[src/rtl/dbg_seq_pkg.sv]
package dbg_seq_pkg;
  typedef enum logic [3:0] {
    ST_BG    = 4'd0,
    ST_IDLE  = 4'd1,
    ST_TPOP  = 4'd2,
    ST_TEXEC = 4'd3,
    ST_TPUSH = 4'd4,
    ST_TFIN  = 4'd5,
    ST_TREJ  = 4'd6,
    ST_RPOP  = 4'd7,
    ST_REXEC = 4'd8
  } seq_st_e;

  localparam logic [1:0] STAT_NONDBG = 2'b00;
  localparam logic [1:0] STAT_IDLE   = 2'b01;
  localparam logic [1:0] STAT_BUSY   = 2'b10;
endpackage

[src/rtl/dbg_seq_fsm.sv]
module dbg_seq_fsm
  import dbg_seq_pkg::*;
(
  input  logic    clk,
  input  logic    rst_n,
  input  logic    dbg_enter,
  input  logic    trace_cmd,
  input  logic    return_cmd,
  input  logic    stack_rdy,
  input  logic    ins_rdy,
  input  logic    reject,
  output seq_st_e state
);
  seq_st_e state_d;

  always_comb begin
    state_d = state;
    case (state)
      ST_BG:    if (dbg_enter) state_d = ST_IDLE;
      ST_IDLE:  if (trace_cmd) state_d = ST_TPOP;
                else if (return_cmd) state_d = ST_RPOP;
      ST_TPOP:  if (stack_rdy) state_d = reject ? ST_TREJ : ST_TEXEC;
      ST_TEXEC: if (ins_rdy) state_d = ST_TPUSH;
      ST_TPUSH: if (stack_rdy) state_d = ST_TFIN;
      ST_TFIN:  state_d = ST_IDLE;
      ST_TREJ:  if (stack_rdy) state_d = ST_IDLE;
      ST_RPOP:  if (stack_rdy) state_d = ST_REXEC;
      ST_REXEC: if (ins_rdy) state_d = ST_BG;
      default:  state_d = ST_BG;
    endcase
  end

  always_ff @(posedge clk or negedge rst_n) begin
    if (!rst_n) state <= ST_BG;
    else        state <= state_d;
  end
endmodule

[src/rtl/dbg_ctx_store.sv]
module dbg_ctx_store #(
  parameter int AW = 16
) (
  input  logic          clk,
  input  logic          rst_n,
  input  logic          entry_en,
  input  logic          ige_in,
  input  logic          upa_in,
  input  logic          addr_en,
  input  logic [AW-1:0] addr_in,
  output logic          ige_sv,
  output logic          upa_sv,
  output logic [AW-1:0] ret_addr
);
  always_ff @(posedge clk or negedge rst_n) begin
    if (!rst_n) begin
      ige_sv <= 1'b0;
      upa_sv <= 1'b0;
    end else if (entry_en) begin
      ige_sv <= ige_in;
      upa_sv <= upa_in;
    end
  end

  always_ff @(posedge clk or negedge rst_n) begin
    if (!rst_n)       ret_addr <= '0;
    else if (addr_en) ret_addr <= addr_in;
  end
endmodule

[src/rtl/dbg_bp_gate.sv]
module dbg_bp_gate (
  input  logic clk,
  input  logic rst_n,
  input  logic arm,
  input  logic in_bg,
  input  logic insn_done,
  input  logic bp_match,
  output logic bp_break
);
  logic mask_q, mask_d;

  always_comb begin
    mask_d = mask_q;
    if (arm)                     mask_d = 1'b1;
    else if (in_bg && insn_done) mask_d = 1'b0;
  end

  always_ff @(posedge clk or negedge rst_n) begin
    if (!rst_n) mask_q <= 1'b0;
    else        mask_q <= mask_d;
  end

  assign bp_break = in_bg && insn_done && bp_match && !mask_q;
endmodule

[src/rtl/dbg_step_seq.sv]
module dbg_step_seq
  import dbg_seq_pkg::*;
#(
  parameter int              AW       = 16,
  parameter logic [AW-1:0]   TRAP_VEC = 16'h8010,
  parameter logic [AW-1:0]   SYS_BASE = 16'h8000
) (
  input  logic          clk,
  input  logic          rst_n,
  input  logic          dbg_enter,
  input  logic          trace_cmd,
  input  logic          return_cmd,
  input  logic          ige_in,
  input  logic          upa_in,
  input  logic          swb_en,
  input  logic          multi_region,
  input  logic          stack_rdy,
  input  logic [AW-1:0] pop_data,
  output logic          stk_pop,
  output logic          stk_push,
  output logic [AW-1:0] push_data,
  input  logic          ins_rdy,
  output logic          ins_req,
  output logic [AW-1:0] ins_addr,
  output logic          cpu_stall,
  output logic          fetch_block,
  output logic          cpu_halt,
  output logic          ip_wr,
  output logic [AW-1:0] ip_wdata,
  output logic          ige_wr,
  output logic          ige_wdata,
  output logic          upa_wr,
  output logic          upa_wdata,
  output logic [1:0]    status,
  output logic          timer_en,
  output logic          clk_switchback,
  input  logic          insn_done,
  input  logic          bp_match,
  output logic          bp_break,
  output logic          cmd_err
);
  seq_st_e       state;
  logic          reject, pop_hs, in_bg, entry_en;
  logic          ige_sv, upa_sv;
  logic [AW-1:0] ret_addr;

  assign in_bg    = (state == ST_BG);
  assign entry_en = in_bg && dbg_enter;
  assign stk_pop  = (state == ST_TPOP) || (state == ST_RPOP);
  assign pop_hs   = stk_pop && stack_rdy;
  assign reject   = multi_region && (pop_data >= SYS_BASE);

  dbg_seq_fsm u_fsm (
    .clk(clk), .rst_n(rst_n), .dbg_enter(dbg_enter), .trace_cmd(trace_cmd),
    .return_cmd(return_cmd), .stack_rdy(stack_rdy), .ins_rdy(ins_rdy),
    .reject(reject), .state(state)
  );

  dbg_ctx_store #(.AW(AW)) u_ctx (
    .clk(clk), .rst_n(rst_n), .entry_en(entry_en), .ige_in(ige_in),
    .upa_in(upa_in), .addr_en(pop_hs), .addr_in(pop_data),
    .ige_sv(ige_sv), .upa_sv(upa_sv), .ret_addr(ret_addr)
  );

  dbg_bp_gate u_bp (
    .clk(clk), .rst_n(rst_n), .arm((state == ST_REXEC) && ins_rdy),
    .in_bg(in_bg), .insn_done(insn_done), .bp_match(bp_match),
    .bp_break(bp_break)
  );

  always_comb begin
    case (state)
      ST_BG:   status = STAT_NONDBG;
      ST_IDLE: status = STAT_IDLE;
      default: status = STAT_BUSY;
    endcase
  end

  assign timer_en       = in_bg;
  assign clk_switchback = entry_en && swb_en;

  assign stk_push  = (state == ST_TPUSH) || (state == ST_TREJ);
  assign push_data = (state == ST_TPUSH) ? ret_addr + 1'b1 : ret_addr;

  assign ins_req  = (state == ST_TEXEC) || (state == ST_REXEC);
  assign ins_addr = ret_addr;

  assign cpu_stall   = (state == ST_TPUSH) || (state == ST_TFIN);
  assign fetch_block = cpu_stall;
  assign cpu_halt    = !(in_bg || ins_req);

  assign ip_wr    = (state == ST_TFIN);
  assign ip_wdata = TRAP_VEC;

  assign ige_wr    = ip_wr || (pop_hs && ige_sv && !((state == ST_TPOP) && reject));
  assign ige_wdata = !ip_wr;

  assign upa_wr    = ip_wr || ((state == ST_RPOP) && stack_rdy);
  assign upa_wdata = (state == ST_RPOP) ? upa_sv : 1'b0;

  assign cmd_err = ((trace_cmd || return_cmd) && (state != ST_IDLE)) ||
                   ((state == ST_TPOP) && stack_rdy && reject);
endmodule

[config.mk]
export PLATFORM = sky130hd
export DESIGN_NAME = dbg_step_seq
export DESIGN_NICKNAME = d
export VERILOG_FILES = /design/src/rtl/dbg_seq_pkg.sv /design/src/rtl/dbg_seq_fsm.sv /design/src/rtl/dbg_ctx_store.sv /design/src/rtl/dbg_bp_gate.sv /design/src/rtl/dbg_step_seq.sv
export SDC_FILE = /design/constraint.sdc
export NUM_CORES = 1
export LEC_CHECK = 0
export BUFFER_PORTS_ARGS = -buffer_cell sky130_fd_sc_hd__buf_4
export CELL_PAD_IN_SITES_DETAIL_PLACEMENT = 0
export CELL_PAD_IN_SITES_GLOBAL_PLACEMENT = 2
export CORE_ASPECT_RATIO = 1.5
export CORE_MARGIN = 10
export CORE_UTILIZATION = 27
export CTS_BUF_LIST = sky130_fd_sc_hd__clkbuf_8
export CTS_CLUSTER_DIAMETER = 40
export CTS_CLUSTER_SIZE = 8
export DETAILED_ROUTE_END_ITERATION = 8
export PLACE_DENSITY_LB_ADDON = 0.1
export SLEW_MARGIN = 5
export SYNTH_ARGS = -nofsm -noshare
export SYNTH_HDL_FRONTEND = slang
export SYNTH_SLANG_ARGS = --single-unit
[constraint.sdc]
create_clock -name clk -period 2.95 [get_ports clk]
set_input_delay 0.1475 -clock clk [delete_from_list [all_inputs] [get_ports clk]]
set_output_delay 0.1475 -clock clk [all_outputs]
set_load 0.01 [all_outputs]
==> results.md <==
- Status: finished, final reports clean
- Y dimension of the die: 115 um
- Area of the placeable core: 5830 um2
- Fraction of the yosys area taken by sequential cells: 35.3%
- Mean instance size in the synthesized netlist: 9.70 um2
- Detailed-route wire length: 5230 um
- Setup repair after global routing missed its margin: false
- # Max-Cap Violations: 0
- Fmax: 413 MHz
- Post-DP Area: 2190 um2
- Standard-cell row count: 34
- Non-filler cells, final: 314
- Area grow syn2layout: 37.9%
- Crit path required time: 2800 ps
- Peak fanout along the critical path: 16
- Gpl congestion: 0.808
- Leakage power total: 1.10 nW
- Number of buffers added on ports: 77
- Final Total Pwr: 2.37 mW
- Via count: 1414
- WL per Instance: 16.6 um
- Root buffer cell: sky130_fd_sc_hd__clkbuf_8
- Antenna viol nets, final: 0
- Final setup skew: 2.87 ps
- Final cycle utilization of the critical path: 82.1%
- Placed wire-length estimate after detailed placement: 4320 um
- Worst VDD drop: 0.374 mV
- Pwr per Cell Area: 1060 nW/um2
- Final hold viol count: 0
- Number of enable-type register cells in the synthesized netlist: 0
- Crit path kind: reg2out
- TritonCTS clock tree: done
- Total of warnings raised by yosys: 0
- DRC violations left: 0
- Fraction of final layout cells sized beyond drive strength 1: 44.2%
- Setup violations, final: 0
- Synthesized area: 1630 um2
- Post-CTS Setup Inserts: 0
- Horizontal die dimension: 83.4 um
- Initial antenna violation count: 0
- Worst slack, placed: 813 ps
- Final Critical Period: 2420 ps
- Source-to-sink clock delay at the later pin of the worst-skew pair: 260 ps
- Dominant register cell in the synthesized netlist: sky130_fd_sc_hd__dfrtp_1
- Global-route wire length before repair: 8290 um
- DR pass1 iterations: 6
- Post-layout util: 38.5%
- Die footprint: 9600 um2
- Initial core utilization: 28.0%
- Setup tns final: 0 ps
- Average vias per placed instance: 4.50
- Ports: 94
- First-iteration detailed-routing DRC count: 40
- FFs w/ async S/R, synth: 100%
- Worst setup SP type: flip-flop
- Final non-filler cell area: 2250 um2
- Maximum number of pins on one net before global-route repair: 24
- Final antenna diode count: 0
- Netlist cell types: 39
- Arr. time, crit path: 2270 ps
- Number of cells in the design after placement: 309
- Number of global-route vias before repair: 1674
- Slew of the pin with the lowest slew margin: 524 ps
- Cell count after synthesis: 168
- Number of flip-flops and latches in the synthesized netlist: 23
- Clock sinks: 23
- GRT Util Overall: 10.6%
- Post-layout worst setup margin: 529 ps
- Buffers from clock root to sink, at most: 2
- CP endpoint kind: output port
- Final Max Tran Viols: 0
- CTS buffer count: 3
- Nets: 273
- Worst Hold Margin: 110 ps
- Worst-path clk slew: 80 ps
- Relative slew slack: 64.9%
- H-Tree Level Count: 1
- Worst Hold Class: in2reg
- GRT overflow: 0
## worst paths after layout
path | startpoint | endpoint | slack (ps) | cells past startpoint
max | u_fsm.state[2] | push_data[15] | 530 | 6
min | pop_data[3] | u_ctx.ret_addr[3] | 110 | 2
max reg2reg | u_fsm.state[0] | u_fsm.state[2] | 960 | 5
min reg2reg | u_ctx.ige_sv | u_ctx.ige_sv | 520 | 1
max in group asynchronous | rst_n | u_ctx.ret_addr[15] | 2390 | 2
min in group asynchronous | rst_n | u_ctx.ret_addr[6] | 320 | 2
## cell usage in the layout, fill, tap and decap left out, drive strengths merged, types with 2 or more instances in the layout
| cell type | instances |
|---|---|
| buf | 77 |
| xor2 | 5 |
| nand2 | 13 |
| mux2 | 20 |
| xnor2 | 11 |
| and3 | 2 |
| nand4 | 4 |
| a21oi | 8 |
| and4 | 2 |
| o21ai | 7 |
| a211oi | 2 |
| nand2b | 3 |
| inv | 7 |
| clkbuf | 3 |
| o31ai | 2 |
| conb | 16 |
| nor2 | 14 |
| dfrtp | 23 |
| nand3 | 7 |
| nor3 | 4 |
## logic make-up after synthesis
logic type / synth area share (%)
flip-flops: 35.3
buffers and inverters: 11.1
AO/OA/AOI/OAI: 7.37
other: 0.461
AND/OR/NAND/NOR: 20.4
adder cells (fa/ha/maj): 0.768
XOR/XNOR: 8.60
multiplexers: 15.9
## per-layer routing
layer / GRT usage [%] / wire [um] / up-vias
met1: 10.9 / 2030 / 643
li1: - / - / 696
met5: 0 / 0 / -
met2: 19.3 / 2700 / 69
met4: 3.92 / 74 / 0
met3: 3.75 / 429 / 6
## report_power, final
group	leakage, nW	internal [mW]	switching, mW
combinational	0.793	0.798	0.638
clock	0.0269	0.0929	0.103
sequential	0.279	0.465	0.278
total	1.10	1.36	1.02
## state kept, by name (all words and copies together), names as in the netlist
| signal | cells |
|---|---|
| u_fsm.state | 4 |
| u_ctx.ige_sv | 1 |
| u_bp.mask_q | 1 |
| u_ctx.upa_sv | 1 |
| u_ctx.ret_addr | 16 |
## critical path, stage by stage, from the launching register on
cell                      delay [ps]
sky130_fd_sc_hd__dfrtp_1         640
sky130_fd_sc_hd__nor4b_4         460
sky130_fd_sc_hd__and4_4          310
sky130_fd_sc_hd__and4_4          240
sky130_fd_sc_hd__nand3_2          80
sky130_fd_sc_hd__xnor2_1         140
sky130_fd_sc_hd__buf_4           140
## cell type report
class / instances / area (um2)
Sequential cell: 23 / 576
Inverter: 6 / 22.5
Timing Repair Buffer: 78 / 588
Clock buffer: 3 / 41.3
Multi-Input combinational cell: 131 / 925
Fill cell: 612 / 3580
Clock inverter: 1 / 3.75
Tap cell: 72 / 90.1
## synthesized netlist by cell type, types with 3 or more instances
cell | number | area share, %
sky130_fd_sc_hd__inv_1 | 5 | 1.2
sky130_fd_sc_hd__nand2_1 | 12 | 2.8
sky130_fd_sc_hd__buf_4 | 18 | 8.3
sky130_fd_sc_hd__a21oi_1 | 8 | 2.5
sky130_fd_sc_hd__dfrtp_1 | 23 | 35
sky130_fd_sc_hd__nand4_1 | 4 | 1.5
sky130_fd_sc_hd__xnor2_1 | 11 | 5.9
sky130_fd_sc_hd__mux2_2 | 10 | 6.9
sky130_fd_sc_hd__nor2_1 | 14 | 3.2
sky130_fd_sc_hd__o21ai_0 | 7 | 2.2
sky130_fd_sc_hd__nand3_1 | 6 | 1.8
sky130_fd_sc_hd__nor3_1 | 3 | 0.92
sky130_fd_sc_hd__mux2_4 | 9 | 8.3
sky130_fd_sc_hd__xor2_1 | 5 | 2.7
sky130_fd_sc_hd__nand2b_1 | 3 | 1.2
## repair_timing
item	4_1_cts	5_1_grt
resized for setup	0	0
hold endpoints to repair	23	0
hold buffers	1	0
Note: power is estimated with default switching activity, not from simulation.
